**src/rtl/tsm_pkg.sv**
```systemverilog
package tsm_pkg;

  // Adds two slot indices and wraps the sum into the range 0..m-1.
  function automatic int circ_add(input int a, input int b, input int m);
    int s;
    s = a + b;
    if (s >= m) s = s - m;
    return s;
  endfunction

  // Width of an index over n items, at least 1.
  function automatic int idx_width(input int n);
    return (n > 1) ? $clog2(n) : 1;
  endfunction

endpackage

```
**src/rtl/tsm_slot_pick.sv**
```systemverilog
module tsm_slot_pick
  import tsm_pkg::*;
#(
  parameter int M  = 4,
  parameter int IW = 2
) (
  input  logic [IW-1:0] base,
  input  logic [M-1:0]  member,
  output logic [IW-1:0] owner,
  output logic          found
);

  // Walk from the farthest offset to the nearest one, so the nearest member wins.
  always_comb begin
    owner = '0;
    found = 1'b0;
    for (int off = M - 1; off >= 0; off--) begin
      int idx;
      idx = circ_add(int'(base), off, M);
      if (member[idx]) begin
        owner = IW'(idx);
        found = 1'b1;
      end
    end
  end

endmodule

```
**src/rtl/tsm_bus_mux.sv**
```systemverilog
module tsm_bus_mux #(
  parameter int M      = 4,
  parameter int IW     = 2,
  parameter int ADDR_W = 16,
  parameter int DATA_W = 8
) (
  input  logic [IW-1:0]       owner,
  input  logic                found,
  input  logic [M*ADDR_W-1:0] all_addr,
  input  logic [M*DATA_W-1:0] all_wdata,
  input  logic [M-1:0]        all_we,
  output logic [M-1:0]        grant,
  output logic                mem_en,
  output logic                mem_we,
  output logic [ADDR_W-1:0]   mem_addr,
  output logic [DATA_W-1:0]   mem_wdata
);

  for (genvar g = 0; g < M; g++) begin : g_grant
    assign grant[g] = found && (owner == IW'(g));
  end

  always_comb begin
    mem_addr  = '0;
    mem_wdata = '0;
    mem_we    = 1'b0;
    for (int i = 0; i < M; i++) begin
      if (grant[i]) begin
        mem_addr  = all_addr[i*ADDR_W +: ADDR_W];
        mem_wdata = all_wdata[i*DATA_W +: DATA_W];
        mem_we    = all_we[i];
      end
    end
  end

  assign mem_en = found;

endmodule

```
**src/rtl/tsm_read_hold.sv**
```systemverilog
module tsm_read_hold #(
  parameter int M      = 4,
  parameter int DATA_W = 8
) (
  input  logic                clk,
  input  logic                rst,
  input  logic [M-1:0]        grant,
  input  logic                mem_we,
  input  logic [DATA_W-1:0]   mem_rdata,
  output logic [M*DATA_W-1:0] hold_flat,
  output logic [M-1:0]        rvalid
);

  for (genvar g = 0; g < M; g++) begin : g_hold
    logic [DATA_W-1:0] hold_q;
    logic              rv_q;
    always_ff @(posedge clk) begin
      if (rst) begin
        hold_q <= '0;
        rv_q   <= 1'b0;
      end else begin
        rv_q <= grant[g] && !mem_we;
        if (grant[g] && !mem_we) hold_q <= mem_rdata;
      end
    end
    assign hold_flat[g*DATA_W +: DATA_W] = hold_q;
    assign rvalid[g] = rv_q;
  end

endmodule

```
**src/rtl/tsm_sequencer.sv**
```systemverilog
module tsm_sequencer
  import tsm_pkg::*;
#(
  parameter int NUM_CORES = 3,
  parameter int NUM_EXTRA = 1,
  parameter int ADDR_W    = 16,
  parameter int DATA_W    = 8
) (
  input  logic                          clk,
  input  logic                          rst,
  input  logic [NUM_CORES-1:0]          core_shared_req,
  input  logic [NUM_CORES*ADDR_W-1:0]   core_addr,
  input  logic [NUM_CORES*DATA_W-1:0]   core_wdata,
  input  logic [NUM_CORES-1:0]          core_we,
  output logic [NUM_CORES-1:0]          core_ce,
  output logic [NUM_CORES-1:0]          core_connected,
  output logic [NUM_CORES*DATA_W-1:0]   core_rdata,
  input  logic [NUM_EXTRA-1:0]          xm_req,
  input  logic [NUM_EXTRA*ADDR_W-1:0]   xm_addr,
  input  logic [NUM_EXTRA*DATA_W-1:0]   xm_wdata,
  input  logic [NUM_EXTRA-1:0]          xm_we,
  output logic [NUM_EXTRA-1:0]          xm_grant,
  output logic [NUM_EXTRA-1:0]          xm_connected,
  output logic [NUM_EXTRA-1:0]          xm_rvalid,
  output logic [NUM_EXTRA*DATA_W-1:0]   xm_rdata,
  output logic                          mem_en,
  output logic                          mem_we,
  output logic [ADDR_W-1:0]             mem_addr,
  output logic [DATA_W-1:0]             mem_wdata,
  input  logic [DATA_W-1:0]             mem_rdata
);

  localparam int M  = NUM_CORES + NUM_EXTRA;
  localparam int IW = idx_width(M);

  logic [M-1:0]        member_q;
  logic [IW-1:0]       ptr_q;
  logic [IW-1:0]       owner;
  logic                found;
  logic [M-1:0]        grant;
  logic [M*DATA_W-1:0] hold_flat;
  logic [M-1:0]        rvalid;

  // Registered membership; a reset empties the rotation.
  always_ff @(posedge clk) begin
    if (rst) member_q <= '0;
    else     member_q <= {xm_req, core_shared_req};
  end

  // The pointer moves to the slot after the owner; with no owner it stays put.
  always_ff @(posedge clk) begin
    if (rst)        ptr_q <= '0;
    else if (found) ptr_q <= IW'(circ_add(int'(owner), 1, M));
  end

  tsm_slot_pick #(.M(M), .IW(IW)) u_pick (
    .base   (ptr_q),
    .member (member_q),
    .owner  (owner),
    .found  (found)
  );

  tsm_bus_mux #(.M(M), .IW(IW), .ADDR_W(ADDR_W), .DATA_W(DATA_W)) u_mux (
    .owner     (owner),
    .found     (found),
    .all_addr  ({xm_addr, core_addr}),
    .all_wdata ({xm_wdata, core_wdata}),
    .all_we    ({xm_we, core_we}),
    .grant     (grant),
    .mem_en    (mem_en),
    .mem_we    (mem_we),
    .mem_addr  (mem_addr),
    .mem_wdata (mem_wdata)
  );

  tsm_read_hold #(.M(M), .DATA_W(DATA_W)) u_hold (
    .clk       (clk),
    .rst       (rst),
    .grant     (grant),
    .mem_we    (mem_we),
    .mem_rdata (mem_rdata),
    .hold_flat (hold_flat),
    .rvalid    (rvalid)
  );

  assign core_ce        = grant[NUM_CORES-1:0];
  assign xm_grant       = grant[M-1:NUM_CORES];
  assign core_connected = member_q[NUM_CORES-1:0];
  assign xm_connected   = member_q[M-1:NUM_CORES];
  assign core_rdata     = hold_flat[NUM_CORES*DATA_W-1:0];
  assign xm_rdata       = hold_flat[M*DATA_W-1:NUM_CORES*DATA_W];
  assign xm_rvalid      = rvalid[M-1:NUM_CORES];

endmodule

```
**config.mk**
```make
export PLATFORM = sky130hd
export DESIGN_NAME = tsm_sequencer
export DESIGN_NICKNAME = d
export VERILOG_FILES = /design/src/rtl/tsm_pkg.sv /design/src/rtl/tsm_slot_pick.sv /design/src/rtl/tsm_bus_mux.sv /design/src/rtl/tsm_read_hold.sv /design/src/rtl/tsm_sequencer.sv
export SDC_FILE = /design/constraint.sdc
export NUM_CORES = 1
export LEC_CHECK = 0
export CORE_UTILIZATION = 36
export CTS_BUF_LIST = sky130_fd_sc_hd__clkbuf_8
export DETAILED_ROUTE_END_ITERATION = 8
export GPL_ROUTABILITY_DRIVEN = 0
export MAX_ROUTING_LAYER = met4
export PLACE_DENSITY = 0.81
export SLEW_MARGIN = 20
export SYNTH_ARGS = -nofsm -noshare
export SYNTH_HDL_FRONTEND = slang
export SYNTH_SLANG_ARGS = --single-unit
```
**constraint.sdc**
```tcl
create_clock -name clk -period 3.7 [get_ports clk]
set_clock_uncertainty 0.05 [all_clocks]
set_input_delay 1.11 -clock clk [delete_from_list [all_inputs] [get_ports clk]]
set_output_delay 1.11 -clock clk [all_outputs]
set_load 0.01 [all_outputs]
```
==> impl_summary.txt <==
----------------------------------------------------
[STA]
  Setup violators final ... 0
  Slew @ Worst Pin ... 705 ps
  Max-slew violation count ... 0
  Clock period minus final worst setup slack ... 3640 ps
  Share of the cycle needed by the critical path after routing ... 98.4%
  Rel. slew slack ... 53.0%
  Final hold slack ... 426 ps
  RSZ-0062 raised after global routing ... true
  Timing-limited maximum frequency ... 275 MHz
  Number of hold-slack violations in the final timing report ... 0

[Drt]
  Highest metal used ... met4
  Total routed wirelength ... 9520 um
  Vias per cell ... 5.05
  First DRT Iteration DRCs ... 115
  Detail Route Antenna Nets ... 0
  Number of remaining DRC errors ... 0
  Met2 routed WL ... 4760 um
  Total number of vias ... 3,160
  Total length of routed met3 wires ... 777 um
  Sum of routed wire segments on met1 ... 3890 um
  Number of search-and-repair iterations in the first detailed-routing pass ... 4
  DR WL/cell ... 15.2 um

[Setup path]
  Critical path startpoint category ... primary input
  Setup CP Type ... primary input to output pin
  Delay-heaviest family, CP ... buffers and inverters
  Highest fanout seen on the critical path ... 2
  CP bufs+invs ... 3
  Kind of capture point of the worst setup path ... output pin
  Critical Path, Cell by Cell ... clkdlybuf4s50_1 > inv_1 > a221o_1 > o22ai_1 > dlygate4sd2_1
  Worst EP arrival ... 2480 ps
  Critical-path cell with the highest stage delay ... clkdlybuf4s50_1
  Required time of the critical path ... 2540 ps
  Largest stage delay on the critical path ... 470 ps

[CTS]
  Sinks on the clock net ... 39
  Clock buffer count from CTS ... 5
  Maximum root-to-sink buffer count ... 2
  Cell chosen for the clock root ... clkbuf_8
  Clock-pin slew on the worst setup and hold paths ... 80 ps
  H-tree level count ... 2
  Later-pin clock latency in the skew report ... 290 ps
  CTS tree ... done

[Power and ir drop]
  Fraction of power consumed by sequential logic ... 31.2%
  Final Total Pwr ... 1.47 mW
  Worst IR Drop VDD ... 0.000292 V
  Switching pwr ... 0.446 mW
  Fraction of power consumed by the clock network ... 29.0%
  Pwr Density ... 321 nW/um^2
  Cell internal power dissipation ... 1.03 mW
  Portion of total power attributed to combinational logic ... 39.9%
  Fraction of power spent switching nets ... 30.3%
  Leakage Power ... 1.90 nW

[Yosys]
  Number of warning messages in the yosys log ... 0
  Number of synthesized register bits ... 39
  Simple-Gate Fraction of Synth Area ... 24.4%
  Post-synthesis instance total ... 349
  Mux contribution to synthesized area ... 9.50%
  Post-synthesis average cell area ... 7.25 um^2
  Adder and majority gate portion of the synthesized area ... 0.989%
  Post-synthesis cell area ... 2530 um^2
  Complex-gate fraction of the synthesized area ... 27.4%
  Netlist cell types ... 36
  Share of the yosys chip area belonging to registers ... 30.9%
  Xor and xnor area share after synthesis ... 0%
  Combinational family with the most area after synthesis ... compound AO/OA/AOI/OAI gates
  Nets in the synthesized netlist ... 465

[Floorplanning]
  Die area ... 7370 um^2
  Top-Level Pins ... 181
  Initial core utilization ... 37.2%
  Die height ... 85.8 um
  Number of placement rows ... 30
  Die boundary width ... 85.8 um
  Core region area ... 6790 um^2

[Place]
  Post-detailed-placement cell area ... 4490 um^2
  Port-buffer cells ... 180
  HPWL after DPL ... 6650 um

[Cells and area]
  Relative area change from synthesis to final layout ... 81.0%
  Layout Cell Area excl Fill ... 4580 um^2
  Share of the core filled with cells in the final layout ... 67.4%
  Commonest non-fill, non-tap cell in the layout ... clkdlybuf4s50_1
  Final net count ... 645
  Ratio of cells with drive above 1 in the final layout ... 13.2%
  Leading cell types in the layout, fill and taps excluded ... 155 x clkdlybuf4s50_1, 80 x nand2_1, 43 x o21ai_0
  Antenna cells ... 0

[Global routing]
  Total global routing overflow ... 0
  Wire length of the first global-routing pass ... 14,500 um
  Pin count of the biggest net entering global routing ... 49
  Gr usage total ... 25.4%
  Antenna violations before repair ... 0
  Via count of the first global-routing pass ... 3,042

[Run]
  Total of max-cap violations ... 0

[Status]
  Status ... finished, final reports clean

[Hold path]
  Class of the tightest hold or removal check ... register to register

----------------------------------------------------
## stage by stage
step                      instances  setup TNS (ps)  worst slack, ps
after floorplan                 349               0              449
after global placement          615            -161             -161
after detailed placement        615            -196             -196
after CTS                       623               0             33.7
after global routing            626           -76.9            -60.5
final                           626               0             59.9
## flip-flops by register name (all words and copies together), names as in the netlist
register and flops:
ptr_q 2, member_q 4, u_hold.g_hold.hold_q 32, u_hold.g_hold.rv_q 1
## worst paths after layout
check	start	end	slack [ps]	cells past startpoint
worst min-delay path	u_hold.g_hold[3].hold_q[0]	u_hold.g_hold[3].hold_q[0]	430	2
worst max-delay path	core_we[2]	mem_we	60	5
worst min register to register	u_hold.g_hold[3].hold_q[0]	u_hold.g_hold[3].hold_q[0]	430	2
worst max register to register	member_q[0]	u_hold.g_hold[1].hold_q[7]	1190	10
## layer usage
layer | global-route usage, % | vias to the layer above
met3 | 7.12 | 11
met5 | - | -
met2 | 46.0 | 132
li1 | - | 1562
met1 | 27.9 | 1455
met4 | 5.15 | 0
## worst min-delay path, cell delays in order, from the launching register on
cell	delay (ps)
dfxtp_1	310
o21ai_0	60
a21oi_1	60
## cell usage after synthesis
cell type | count | area, um^2
inv_1 | 10 | 37.5
o22a_1 | 1 | 8.76
a221oi_4 | 1 | 26.3
o211ai_2 | 1 | 12.5
o221ai_4 | 1 | 26.3
or4_4 | 1 | 11.3
dfxtp_1 | 39 | 781
ha_1 | 2 | 25.0
clkbuf_1 | 16 | 60.1
a21oi_4 | 1 | 16.3
nor2_1 | 8 | 30.0
nand2_1 | 80 | 300
a311oi_1 | 1 | 8.76
buf_6 | 2 | 22.5
o21ai_1 | 8 | 40.0
o2111a_1 | 1 | 11.3
buf_2 | 7 | 35.0
a211oi_1 | 1 | 7.51
o21ai_0 | 51 | 255
a22o_1 | 1 | 8.76
mux2i_1 | 24 | 240
nand2b_1 | 33 | 206
o21ba_2 | 1 | 10.0
buf_1 | 1 | 3.75
nor2b_1 | 5 | 31.3
buf_4 | 1 | 7.51
o22ai_1 | 2 | 12.5
o21ai_4 | 1 | 16.3
a31oi_1 | 24 | 150
inv_2 | 2 | 7.51
nand3_1 | 1 | 5.00
a21oi_1 | 13 | 65.1
a21boi_0 | 1 | 7.51
nand2_2 | 2 | 12.5
a221o_1 | 1 | 10.0
nor3_1 | 4 | 20.0
## logic make-up after synthesis
logic type,after synthesis
and+or+nand+nor,134
DFF,39
adders and majority gates,2
buffers and inverters,39
AOI/OAI and AO/OA,111
muxes,24
## repair_timing
action                     in CTS  in global routing
pin swaps                       0                  2
hold buffers                    0                  0
buffers inserted                0                  2
resized for setup              28                 66
cloned                          0                  1
setup endpoints to repair      25                 27
## layout make-up
class | instances | area (um^2)
Clock buffer | 5 | 68.8
Clock inverter | 3 | 67.6
Fill cell | 558 | 2210
Inverter | 12 | 45.0
Multi-Input combinational cell | 271 | 1600
Sequential cell | 39 | 783
Tap cell | 96 | 120
Timing Repair Buffer | 200 | 1890
## power groups by stage
stage	Combinational (mW)	Sequential [mW]	Clock [mW]
6_report	0.587	0.459	0.426
5_1_grt	0.635	0.462	0.450
4_1_cts	0.581	0.458	0.428
3_5_place_dp	0.613	0.467	0
3_3_place_gp	0.606	0.466	0
2_1_floorplan	0.264	0.474	0
Power figures use the tool's default switching activity.
